File: src/rtl/pmr_pkg.sv
package pmr_pkg;
  localparam int OP_W = 3;
  localparam logic [OP_W-1:0] OP_HOLD = 3'b000;
  localparam logic [OP_W-1:0] OP_LOAD = 3'b001;
  localparam logic [OP_W-1:0] OP_SHL  = 3'b010;
  localparam logic [OP_W-1:0] OP_CLR  = 3'b011;
  localparam logic [OP_W-1:0] OP_SET  = 3'b100;
endpackage

File: src/rtl/pmr_op_encoder.sv
module pmr_op_encoder
  import pmr_pkg::*;
(
  input  logic            clk,
  input  logic            rst,
  input  logic            clr_req,
  input  logic            set_req,
  input  logic            load_req,
  input  logic            shl_req,
  output logic [OP_W-1:0] op
);
  // Strict priority: clear, set, load, shift
  always_comb begin
    op[2] = ~clr_req & set_req;
    op[1] = clr_req | (~clr_req & ~set_req & ~load_req & shl_req);
    op[0] = clr_req | (~clr_req & ~set_req & load_req);
  end

  // the three spare codes are never produced
  a_r8_no_spare_code: assert property (@(posedge clk) disable iff (rst)
    op <= OP_SET);
endmodule

File: src/rtl/pmr_bit_slice.sv
module pmr_bit_slice
  import pmr_pkg::*;
(
  input  logic [OP_W-1:0] op,
  input  logic            cur,
  input  logic            load_bit,
  input  logic            lower,
  output logic            nxt
);
  always_comb begin
    case (op)
      OP_LOAD: nxt = load_bit;
      OP_SHL:  nxt = lower;
      OP_CLR:  nxt = 1'b0;
      OP_SET:  nxt = 1'b1;
      default: nxt = cur; // 000 and the spare codes keep the bit
    endcase
  end
endmodule

File: src/rtl/prio_multiop_reg.sv
module prio_multiop_reg
  import pmr_pkg::*;
#(
  parameter int WIDTH = 4
) (
  input  logic             clk,
  input  logic             rst,
  input  logic             clr_req,
  input  logic             set_req,
  input  logic             load_req,
  input  logic             shl_req,
  input  logic             shl_fill,
  input  logic [WIDTH-1:0] din,
  output logic [WIDTH-1:0] q_o
);
  localparam logic [WIDTH-1:0] ALL_ONES = {WIDTH{1'b1}};

  logic [OP_W-1:0]  op;
  logic [WIDTH-1:0] q_next;
  logic [WIDTH:0]   lower_vec;

  pmr_op_encoder u_enc (
    .clk(clk), .rst(rst), .clr_req(clr_req), .set_req(set_req),
    .load_req(load_req), .shl_req(shl_req), .op(op)
  );

  assign lower_vec = {q_o, shl_fill};

  for (genvar i = 0; i < WIDTH; i++) begin : g_slice
    pmr_bit_slice u_bit (
      .op(op), .cur(q_o[i]), .load_bit(din[i]),
      .lower(lower_vec[i]), .nxt(q_next[i])
    );
  end

  always_ff @(posedge clk) begin
    if (rst) q_o <= '0;
    else     q_o <= q_next;
  end

  a_r1_reset_zero: assert property (@(posedge clk)
    rst |=> q_o == '0);
  a_r2_clear_zero: assert property (@(posedge clk) disable iff (rst)
    clr_req |=> q_o == '0);
  a_r3_set_ones: assert property (@(posedge clk) disable iff (rst)
    (!clr_req && set_req) |=> q_o == ALL_ONES);
  a_r4_load_data: assert property (@(posedge clk) disable iff (rst)
    (!clr_req && !set_req && load_req) |=> q_o == $past(din));
  a_r5_shift_left: assert property (@(posedge clk) disable iff (rst)
    (!clr_req && !set_req && !load_req && shl_req)
      |=> q_o == $past(lower_vec[WIDTH-1:0]));
  a_r6_hold_idle: assert property (@(posedge clk) disable iff (rst)
    (!clr_req && !set_req && !load_req && !shl_req) |=> $stable(q_o));
endmodule

File: config.mk
export PLATFORM = sky130hd
export DESIGN_NAME = prio_multiop_reg
export DESIGN_NICKNAME = d
export VERILOG_FILES = /design/src/rtl/pmr_pkg.sv /design/src/rtl/pmr_op_encoder.sv /design/src/rtl/pmr_bit_slice.sv /design/src/rtl/prio_multiop_reg.sv
export SDC_FILE = /design/constraint.sdc
export NUM_CORES = 1
export LEC_CHECK = 0
export BUFFER_PORTS_ARGS = -buffer_cell sky130_fd_sc_hd__buf_4
export CAP_MARGIN = 20
export CELL_PAD_IN_SITES_DETAIL_PLACEMENT = 1
export CELL_PAD_IN_SITES_GLOBAL_PLACEMENT = 1
export CORE_AREA = 2 2 39 41
export DETAILED_ROUTE_END_ITERATION = 7
export DIE_AREA = 0 0 41 43
export GPL_TIMING_DRIVEN = 0
export PLACE_DENSITY = 0.48
export SLEW_MARGIN = 20
export SYNTH_ARGS = -nofsm -noshare
export SYNTH_HDL_FRONTEND = slang
export SYNTH_SLANG_ARGS = --single-unit
File: constraint.sdc
create_clock -name clk -period 0.9 [get_ports clk]
set_input_delay 0.135 -clock clk [delete_from_list [all_inputs] [get_ports clk]]
set_output_delay 0.135 -clock clk [all_outputs]
set_load 0.02 [all_outputs]
* Word level (Yosys, flattened, before mapping) *
Cells that the tools add are included.

word-level totals
  logic and storage cells = 20
  output and inout port bits = 4
  input port bits = 11
  flip-flop bits (word level) = 4

operators by class
  bitwise gates (word level) = 10
  eq/ne operators = 4
  multiplexer cells = 4
  reductions and logical operators = 1

operators with widths
  operator                                        count
  one-hot mux 1 bit (4 select lines)              4
  == test 3 x 2 -> 1 bit (second input constant)  2
  bitwise AND 1 bit                               5
  nonzero test 4 bit                              1
  == test 3 x 1 -> 1 bit (second input constant)  1
  == test 3 bit (second input constant)           1
  inverter 1 bit                                  3
  bitwise OR 1 bit                                2

* Depth between registers and ports, before layout *
Gate-level depths: netlist of the first run.

  depth in word-level cells = 7
  gate-level depth with buffers = 3
  depth with buffers taken out = 2

* Modules after synthesis *
A second synthesis of the first run with hierarchy kept.

unflattened totals
  cells, all modules = 37
  area total of the unflattened synthesis = 316.6 um^2

by module, submodules not included
  module            cells an instance  times used  sequential area each (um^2)  area an instance (um^2)
  pmr_bit_slice     6                  4           0.0                          46.3
  prio_multiop_reg  8                  1           80.1                         105.1
  pmr_op_encoder    5                  1           0.0                          26.3

* Worst setup path before layout of the first run *
No wires, ideal clock.

  path type = reg2reg
  from = register q_o[0]
  to = register q_o[1]
  slack = 0.170 ns
  buffers on the path = 0
  clock period less this slack = 0.730 ns
  arrival = 0.634 ns
  library setup time = 0.095 ns
  data required time = 0.805 ns
  stages on the path, launching flop included = 3
  path through = dfxtp_1 -> mux2i_1 -> a221oi_1

between the ends
  cells in the longest elaborated chain, start to end = 1

ends and longest elaborated chain
  element                             RTL line                source
  start, declared                     prio_multiop_reg.sv:14  output logic [WIDTH-1:0] q_o
  start signal, assigned              prio_multiop_reg.sv:38  else q_o <= q_next;
  one-hot mux 1 bit (4 select lines)  pmr_bit_slice.sv:11     case (op)

Every way passes these cells.
A chain may end at the register's enable or synchronous reset.

* Worst setup path in the final report of the first run *
  from = register q_o[1]
  to = output port q_o[1]

No word-level cell between the ends.

==> results of run 1 <==
## power breakdown
group	leakage [nW]	internal, mW	total [mW]	switching [mW]
Clock	0.0138	0.148	0.211	0.0624
Combinational	0.133	0.0736	0.123	0.0491
Sequential	0.0344	0.191	0.199	0.00804
Total	0.181	0.413	0.533	0.120
## layout make-up
class,instances,area [um^2]
flip-flops and latches,4,85.1
fillers,166,1010
well taps,16,20.0
repair buffers,15,128
plain buffers,2,16.3
clock buffers,3,22.5
multi-input cells,14,106
## metal layers
metal / share of wire / vias to the layer above / wire length (um)
met5: 0 / - / 0
met4: 0 / 0 / 0
met3: 0.089 / 0 / 47
met2: 0.52 / 12 / 273
met1: 0.39 / 99 / 208
li1: - / 112 / -
## stage by stage
| stage | power, mW | cells | hold slack, ps | setup WS [ps] | utilization |
|---|---|---|---|---|---|
| 5_1_grt | 0.562 | 54 | 133 | -22.0 | 0.273 |
| 3_5_place_dp | 0.314 | 52 | 376 | 13.0 | 0.241 |
| 6_report | 0.533 | 54 | 122 | 1.19 | 0.273 |
| 2_1_floorplan | 0.257 | 23 | 241 | 170 | - |
| 3_3_place_gp | 0.311 | 52 | 370 | 27.9 | 0.241 |
| 4_1_cts | 0.546 | 55 | 126 | -4.31 | 0.274 |
## path summary, 6_finish.rpt
kind                            startpoint      to  slack (ps)
worst min register to register      q_o[0]  q_o[1]         600
worst max-delay path                q_o[1]  q_o[1]           1
worst max register to register      q_o[1]  q_o[1]          30
worst min-delay path              load_req  q_o[3]         120
## cells by family (layout without fill, tap and decap cells)
group	Yosys count	count (layout)	synth area share
and+or+nand+nor	6	6	0.116
AOI/OAI and AO/OA	4	4	0.163
buffers and inverters	5	20	0.163
DFF	4	4	0.372
muxes	4	4	0.186
## cell usage after synthesis
cell type / number
sky130_fd_sc_hd__nor2_1: 5
sky130_fd_sc_hd__a221oi_1: 4
sky130_fd_sc_hd__buf_4: 4
sky130_fd_sc_hd__dfxtp_1: 4
sky130_fd_sc_hd__mux2i_1: 4
sky130_fd_sc_hd__clkbuf_2: 1
sky130_fd_sc_hd__or2_2: 1
## repair_timing
action / in CTS / in global routing
setup buffers: 3 / 0
gates resized for setup: 9 / 1
endpoints found under the setup margin: 4 / 4
pin swaps: 0 / 2
cloned: 0 / 0
## critical path, cell delays in order (launching register included)
cell,delay (ps)
sky130_fd_sc_hd__dfxtp_2,310
sky130_fd_sc_hd__buf_6,110
sky130_fd_sc_hd__buf_6,120
==> flow_results.org, run 1 <==
** Timing
- The number of hold-slack violations in the final timing report is 0.
- Slew HR :: 0.806
- Setup total negative slack on the finished layout was measured at 0 ps.
- Clock period minus worst slack :: about 900 ps
- Setup Skew :: about 0.34 ps
- Setup violations, final :: 0
- Final clock period utilization by the worst path :: 0.999
- For this run, the top clock speed supported by timing is 1.11 GHz.
- RSZ-0062 raised after global routing :: yes
- Number of max-slew violations in the final report :: 0
- At the pin with the least slew margin, the transition time is between 200 and 300 ps.

** Global route
- For met2 alone, demand over resource in global routing was 0.100.
- In this run the most used layer during global routing was met2.
- In the global route stage, overall resource usage came out at 0.0793.
- For this run the aggregate overflow at the end of global routing stands at 0.
- The number of antenna violations at the first check in global routing is 0.
- Via count of the first global-routing pass :: 243
- Fraction of met3 tracks used by global routing :: 0.0366
- For met1 alone, demand over resource in global routing was 0.0804.
- Pin count of the biggest net entering global routing :: 6
- The first global-routing pass estimated ~870 um of wire.

** Clocking
- Clock tree root driver cell :: sky130_fd_sc_hd__clkbuf_4
- For the worst-skew pair, the clock arrives at the later sink with an insertion delay of between 200 and 250 ps.
- The clock passes through at most 2 buffers.
- Clock-pin slew on the worst setup and hold paths :: 30 ps
- Buffers inserted to repair hold after CTS numbered 0.
- Num CTS Buffers :: 3
- TritonCTS built the clock tree.
- CTS built an H-tree with a depth of 1.
- Number of sinks on the clock net :: 4

** Setup path
- Worst path arrival time :: between 700 and 800 ps
- The worst setup path is captured at an output pin.
- Depth of the worst register-to-register path :: 3
- Critical Setup Path Class :: flop to output pin
- Maximum fanout encountered on the critical timing path :: 2
- At the worst endpoint, the required time is about 760 ps.
- STA classifies the critical path startpoint as a flop.

** Worst hold path
- The min-delay analysis places its worst path in the category input port to flop.
- Counting instances, the worst hold path has a depth of 2.

** Power and ir drop
- Power spread over the standard cell area amounts to 1410 mW/mm^2.
- Lkg Pwr :: 0.181 nW
- Across the VDD grid, the largest voltage drop is just over 300 uV.

** Finish
- With fillers left out, the area of the finished cells amounts to about 380 um^2.
- The library cell used most frequently in the layout, excluding fill and tap cells, is sky130_fd_sc_hd__buf_4.
- Layout-stage area growth over the synthesis result :: 75.6%
- 0 antenna diodes ended up in the layout.
- Counting flops per register, the top entry is q_o.
- The largest registers in the layout are q_o (4).
- Final-stage net count :: about 50
- The library cells used most frequently in the layout, excluding fill and tap cells, are sky130_fd_sc_hd__buf_4, sky130_fd_sc_hd__nor2_1, sky130_fd_sc_hd__buf_6, sky130_fd_sc_hd__mux2i_1, sky130_fd_sc_hd__dfxtp_2.
- Of the cells placed in the final design, the portion with a size suffix greater than 1 is 0.684.
- Flip-flop count of the largest register after layout :: 4

** Floorplan
- Vertical die dimension :: about 43 um
- The core region is approximately 0.0014 mm^2.
- Measured along the x axis, the die boundary spans about 41 um.
- The initial utilization of the core area, before any placement, comes to 0.156.
- Row generation in the floorplan step produced 14 rows.
- Pin placement for this block handled 15 I/O pins.
- Die ar. :: approximately 0.0018 mm^2

** Synth
- The number of different library cells used by synthesis comes to 7.
- Top post-synthesis cells by area :: sky130_fd_sc_hd__dfxtp_1, sky130_fd_sc_hd__mux2i_1, sky130_fd_sc_hd__a221oi_1
- Number of nets produced by synthesis :: 34
- Counting flops and latches in the post-synthesis netlist gives 4.
- After synthesis the cells add up to approximately 220 um^2.
- Cell count after synthesis :: 23
- For this run, the register share of the synthesized area comes to 0.372.
- Mean cell area of the mapped netlist :: 9.36 um^2
- Of all cell types, the one taking the most synthesized area is sky130_fd_sc_hd__dfxtp_1.
- The Yosys step of the flow raised 0 warnings.
- Area share of the leading cell type in the synthesized netlist :: 0.372

** Detailed routing
- Number of optimization iterations in the first detailed-route pass :: 1
- Dividing the detail-routed wire length by the instance count gives between 9 and 10 um.
- Number of design rule violations left after detail routing :: 0
- In the routed layout, each cell is associated on average with a via count of slightly above 4.
- Wirelength, routed :: roughly 530 um
- The detailed router placed 223 vias in this run.
- Once detail routing completed, the nets flagged for antenna violations numbered 0.
- In this run, the number of DRC markers left after iteration 0 of detailed routing was 0.

** Place
- Summing all placed instances gives a cell area of 333 um^2.
- Routability Congestion :: approximately 0.64
- During placement, the flow inserted port buffers numbering 13.

** Run status
- The flow ran to the end, and the final reports show no timing, DRC or antenna violations.

** Flow run
- The tool flagged a number of max-cap violations equal to 0.
Power figures use the tool's default switching activity.
==> inputs of run 2 (changes only) <==
- CELL_PAD_IN_SITES_DETAIL_PLACEMENT: 1 -> unset
- CELL_PAD_IN_SITES_GLOBAL_PLACEMENT: 1 -> unset
- PLACE_DENSITY: 0.48 -> 0.36
==> run 2 against run 1 <==
Fmax down 0.53%. Critical path type unchanged. Clock skew up 0.69 ps. Hold slack worse by 7.6 ps. Clock power about the same. Highest routed layer unchanged. Critical endpoint unchanged. The flow now finishes with violations (negative setup slack).
==> flow_results.org, run 2 (same netlist as run 1, synthesis figures left out) <==
** Run status
- The run finished, with violations left.
- Violations in the final reports :: negative setup slack

** Power and ir drop
- Lkg Pwr :: 0.176 nW
- IR analysis of the VDD net gives a maximum drop of 332 uV.
- Of the total power, the clock network draws 0.402.
- Sw frac :: 0.226
- Internal Power :: approximately 410 uW
- Total power divided by cell area :: 1430 mW/mm^2
- PnR Total Power :: approximately 530 uW
- Switching pwr :: approximately 120 uW
- Of the total power, combinational logic draws 0.222.
- Seq pwr share :: 0.377

** Setup path
- Traced cell by cell, the critical path runs through buf_6 -> buf_6.
- For the worst flop-to-flop path, the logic depth is 3.
- Required arrival time at the worst endpoint :: 760 ps
- STA classifies the critical path endpoint as an output pin.
- By startpoint and endpoint, the worst setup path is classified as flop to output pin.
- Startpoint Class :: flop
- Cell with the largest stage delay on the worst path :: sky130_fd_sc_hd__dfxtp_2
- In this design, the stage delay of the slowest critical-path cell is 320 ps.
- At the worst endpoint, the arrival time is ~770 ps.
- In this run the critical register-to-register path is launched from q_o[1].
- Crit-path most repeated cell :: sky130_fd_sc_hd__buf_6
- CP startpoint :: q_o[1]
- Maximum fanout encountered on the critical timing path :: 2

** Finish
- Counting flops per register, the top entry is q_o.
- The library cell used most frequently in the layout, excluding fill and tap cells, is sky130_fd_sc_hd__buf_4.
- Once layout is complete, the utilization of the core stands at 0.268.
- Most frequent cells in the layout :: sky130_fd_sc_hd__buf_4, sky130_fd_sc_hd__nor2_1, sky130_fd_sc_hd__buf_6, sky130_fd_sc_hd__mux2i_1, sky130_fd_sc_hd__dfxtp_2
- # fillers :: between 100 and 150
- 0 antenna diodes ended up in the layout.
- Final design instance area without fill :: ~370 um^2
- The largest registers in the layout are q_o (4).
- Flip-flop count of the largest register after layout :: 4
- Compared with the post-synthesis result, the final layout area differs by 72.1%.
- In the final design database the tool counted 50 nets.
- Proportion of layout cells with a drive suffix above 1 :: 0.676
- Non-filler instance count after layout :: 53

** Floorplan
- Core ar. :: ~0.0014 mm^2
- Core Rows :: 14
- For this configuration, the core starts out at a cell density of 0.156.
- Chip Width :: 41 um
- Die ar. :: about 0.0018 mm^2
- Count of pins on the block boundary :: 15
- Vertical die dimension :: 43 um

** Timing
- Slew HR :: 0.815
- Number of max-slew violations in the final report :: 0
- Hold violation total from the final report :: 0
- Final worst setup slack :: -3.57 ps
- Worst slack on hold paths :: around 110 ps
- Final clock period utilization by the worst path :: 1.00
- Subtracting the final worst setup slack from the clock period gives between 900 and 1000 ps.
- Setup repair after global routing could not meet its margin everywhere.
- Slew at the pin closest to its max-slew limit :: ~280 ps
- For the final database, setup skew stands at 1.04 ps.
- Setup violations remaining at the end of the flow were counted as 1.
- Maximum operating frequency :: about 1.1 GHz

** Worst hold path
- In this run the most critical hold path is launched from load_req.
- The worst hold path belongs to the class input port to flop.
- Instance count along the most critical hold path :: 2

** Global route
- The first global-routing pass estimated a little over 800 um of wire.
- Total Routing Usage GR :: 0.0763
- The number of antenna violations at the first check in global routing was 0.
- For this run the aggregate overflow at the end of global routing stands at 0.
- The via count of the first global-routing pass was approximately 230.
- Entering global routing, the biggest net connects 6 pins.

** Clocking
- TritonCTS clock tree :: built
- Clock Latency Late Sink :: approximately 230 ps
- Counting every sink on the clock net gives 4.
- CTS placed an instance of sky130_fd_sc_hd__clkbuf_4 at the clock tree root.
- Clock tree buffer depth :: 2
- Clock-pin slew on the worst setup and hold paths :: around 30 ps
- Maximum level of the CTS H-tree :: 1
- Hold_buf cts :: 0
- Num CTS Buffers :: 3

** Flow run
- Max-cap violations in this run came to 0.

** Place
- Area after DPL :: about 330 um^2
- Number of placed instances, taps included :: 52
- Routability-driven placement finished with a final weighted congestion of between 0.6 and 0.7.
- Buffers on Ports :: 13

** Detailed routing
- Number of nets with antenna violations after routing :: 0
- After detailed routing, the average wire length per cell comes to just over 9 um.
- In the routed design, unresolved DRC markers number 0.
- Wires add up to roughly 480 um.
- In the routed layout, each cell is associated on average with a via count of about 4.
- In this run, the number of DRC markers left after iteration 0 of detailed routing was 0.
- Detailed routing inserted a total of ~210 vias.
- For this run, the detailed router's first-pass iteration total came to 1.
## run 2: cell count changes in the layout (fill, tap and decap cells not counted), sizes merged
cell and delta:
buf -1
## run 2: area by class of cell
class | instances | area (um^2) | area share
clock buffers | 3 | 22.5 | 0.0608
multi-input cells | 14 | 106 | 0.287
repair buffers | 14 | 120 | 0.324
plain buffers | 2 | 16.3 | 0.0439
well taps | 16 | 20.0 | 0.0541
flip-flops and latches | 4 | 85.1 | 0.230
## run 2: metal layers
metal / vias up / global-route usage / part of all wire
li1: 109 / - / -
met1: 89 / 0.0868 / 0.44
met2: 13 / 0.0844 / 0.44
met3: 0 / 0.0366 / 0.11
met4: 0 / 0.100 / 0
met5: - / 0 / 0
## run 2: per-stage QoR
stage | setup TNS [ps] | setup slack, ps
2_1_floorplan | 0 | 170
4_1_cts | -6.32 | -6.32
3_5_place_dp | 0 | 14.2
3_3_place_gp | 0 | 29.3
5_1_grt | -15.8 | -15.8
6_report | -3.57 | -3.57
## run 2: what timing repair did
item                                    in CTS  in global routing
endpoints found under the setup margin       4                  3
gates resized for setup                      9                  1
buffers inserted                             1                  0
pin swaps                                    0                  2
## run 2: worst paths after layout
check             endpoint  slack [ps]
setup / recovery    q_o[1]          -4
hold / removal      q_o[2]         110
setup reg to reg    q_o[1]          40
hold reg to reg     q_o[3]         580
## run 2: power by group through the flow
stage               Combinational (mW)  Clock, mW  Sequential (mW)
finish                           0.118      0.213            0.200
global route                     0.129      0.227            0.200
CTS                              0.116      0.222            0.200
detailed placement               0.114          0            0.199
global placement                 0.113          0            0.198
floorplan                       0.0599          0            0.197
## run 2: critical path: cells and delay by family (launching register included)
family   cells  cell delay [ps]
flops        1              320
buf+inv      2              230
==> inputs of run 3 (changes only) <==
- CELL_PAD_IN_SITES_DETAIL_PLACEMENT: unset -> 2
- CELL_PAD_IN_SITES_GLOBAL_PLACEMENT: unset -> 2
- PLACE_DENSITY: 0.36 -> 0.6
- SKIP_CTS_REPAIR_TIMING: unset -> 1
==> run 3 against run 2 <==
The flow still finishes with violations (negative setup slack). Critical path depth unchanged. Routed wire length rose by 15%. First-iteration DRC count is the same. Utilization decreased by 0.99 points. Total power down 0.92%. Clock-buffer cell count unchanged. Sequential power about the same. Combinational power fell by 4%. Critical path type unchanged. Highest routed layer unchanged.
==> flow_results.org, run 3 (same netlist as run 1, synthesis figures left out) <==
** Place
- Area after DPL :: 333 um^2
- In this run the tool buffered the top-level ports with 13 buffer cells.
- Routability-driven placement finished with a final weighted congestion of 0.588.

** Detailed routing
- Average routed wire per standard cell :: 10.6 um
- Detailed routing inserted a total of about 220 vias.
- Summed over all layers, the routed wires come to about 550 um.
- In the routed design, unresolved DRC markers number 0.
- Number of nets with antenna violations after routing :: 0
- Number of DRC violations after detailed-routing iteration 0 :: 0
- Per-cell via count in the routed design :: around 4.2
- Number of optimization iterations in the first detailed-route pass :: 1

** Global route
- The via count of the first global-routing pass was approximately 270.
- Summed over all layers, the global routing overflow is 0.
- Routing usage on met2 :: 0.131
- Wire length of the first global-routing pass :: about 950 um
- In the global route stage, met3 resource usage came out at 0.
- Total Routing Usage GR :: 0.0802
- Entering global routing, the biggest net connects 6 pins.
- Global-route met1 utilization :: 0.0833
- Antenna violations before repair :: 0
- The global routing stage identified its most utilized layer as met2.

** Timing
- Setup violations remaining at the end of the flow were counted as 1.
- Clock period minus worst slack :: between 900 and 1000 ps
- Between clock sinks in the finished design, the worst skew comes to 0.771 ps.
- Based on the critical path, the design can be clocked at up to around 1.1 GHz.
- Slew at the pin closest to its max-slew limit :: around 270 ps
- Final worst setup slack :: -5.47 ps
- Hold violation total from the final report :: 0
- Final clock period utilization by the worst path :: 1.01
- Slew HR :: 0.819
- Number of max-slew violations in the final report :: 0
- Setup repair after global routing could not meet its margin everywhere.

** Flow run
- Reported max-cap violation count :: 0

** Setup path
- R2r setup slk :: 100 ps
- STA puts the critical path data required time at about 760 ps.
- Startpoint Class :: flop
- Total number of cells along the worst setup path :: 2
- Counting both buffers and inverters, the worst setup path holds a total of 2.
- The largest single stage delay on the critical path is ~320 ps.
- Broken down by cell family, the worst path's largest delay share belongs to flip-flops.
- Crit-path most repeated cell :: sky130_fd_sc_hd__buf_6
- CP startpoint :: q_o[0]
- Cell with the largest stage delay on the worst path :: sky130_fd_sc_hd__dfxtp_2
- For the worst setup path, the data arrival time is just under 800 ps.
- By startpoint and endpoint, the worst setup path is classified as flop to output pin.
- Critical path capture point :: q_o[0]
- Kind of end point of the critical path :: output pin
- Worst R2R End :: q_o[2]
- Depth of the worst register-to-register path :: 2
- In this run the worst path has a maximum fanout of 3.
- The worst register-to-register path begins at q_o[1].
- Series of cell instances along the critical path :: buf_6 -> buf_6

** Worst hold path
- Worst min-delay path category :: input port to flop
- The worst hold path was traced through 2 stages.

** Power and ir drop
- IR analysis of the VDD net gives a maximum drop of 329 uV.
- Lkg Pwr :: between 0.15 and 0.2 nW
- For this design the ratio of total power to cell area is approximately 1500 mW/mm^2.
- The completed layout was analyzed and its total power is 526 uW.

** Finish
- Layout-stage area growth over the synthesis result :: 65.7%
- Proportion of layout cells with a drive suffix above 1 :: 0.639
- For this run, the post-layout net count is 49.
- Register with the most flip-flops :: q_o
- Final design utilization :: 0.258
- Leaving out fill and tap cells, the most frequent cell in the layout is sky130_fd_sc_hd__buf_4.
- The number of antenna diodes in the final layout is 0.
- # fillers :: approximately 160
- Once layout is done, the placed cells without fillers occupy 357 um^2.
- The largest registers in the layout are q_o (4).
- In the layout the commonest cells are sky130_fd_sc_hd__buf_4, sky130_fd_sc_hd__nor2_1, sky130_fd_sc_hd__buf_6.
- Flip-flop count of the largest register after layout :: 4

** Run status
- Violations in the final reports :: negative setup slack
- Result of the run :: finished with violations

** Clocking
- Num CTS Buffers :: 3
- CTS saw 4 sinks.
- The clock passes through at most 2 buffers.
- TritonCTS clock tree :: built
- Clock Latency Late Sink :: 230 ps
- Clock tree root driver cell :: sky130_fd_sc_hd__clkbuf_4
- Maximum level of the CTS H-tree :: 1
- Clock-pin slew on the worst setup and hold paths :: around 40 ps

** Floorplan
- In this run the vertical extent of the chip is 43 um.
- The die covers between 0.0015 and 0.002 mm^2.
- The die is 41 um wide.
- Core ar. :: approximately 0.0014 mm^2
- For this design the top-level I/O count stands at 15.
- For this configuration, the core starts out at a cell density of 0.156.
- Core Rows :: 14
## run 3: cell count changes in the layout (fill, tap and decap cells not counted)
| cell | previous run | this run |
|---|---|---|
| sky130_fd_sc_hd__a221oi_2 | 1 | 0 |
| sky130_fd_sc_hd__buf_4 | 10 | 9 |
| sky130_fd_sc_hd__a221oi_1 | 3 | 4 |
## run 3: report_power, final
part           switching [mW]  internal (mW)
clock                  0.0645          0.149
sequential            0.00885          0.191
combinational          0.0458         0.0667
## run 3: how the worst min path moves through the flow
| stage | start | to | slack [ps] |
|---|---|---|---|
| finish | load_req | q_o[1] | 130 |
| global route | load_req | q_o[0] | 130 |
| detailed placement | load_req | q_o[1] | 380 |
| CTS | load_req | q_o[1] | 130 |
| global placement | load_req | q_o[1] | 370 |
| floorplan | load_req | q_o[0] | 240 |
## run 3: layout make-up
type / instances / area, um^2 / share of cell area
Timing Repair Buffer: 13 / 113 / 0.316
Sequential cell: 4 / 85.1 / 0.239
Clock buffer: 3 / 22.5 / 0.0632
Buffer: 2 / 16.3 / 0.0456
Multi-Input combinational cell: 14 / 100 / 0.281
Tap cell: 16 / 20.0 / 0.0561
## run 3: per-stage QoR
stage / cells / TNS [ps] / setup slack (ps) / hold WS (ps)
after floorplan: 23 / 0 / 170 / 241
after global placement: 52 / 0 / 34.6 / 370
after detailed placement: 52 / -10.5 / -10.5 / 377
after CTS: 55 / -213 / -64.3 / 135
after global routing: 52 / -27.9 / -27.9 / 133
final: 52 / -5.47 / -5.47 / 133
## run 3: metal layers
layer	wire length [um]	part of all wire	up-vias
li1	-	-	106
met4	0	0	0
met1	208	0.38	99
met3	49	0.089	0
met2	294	0.53	12
met5	0	0	-
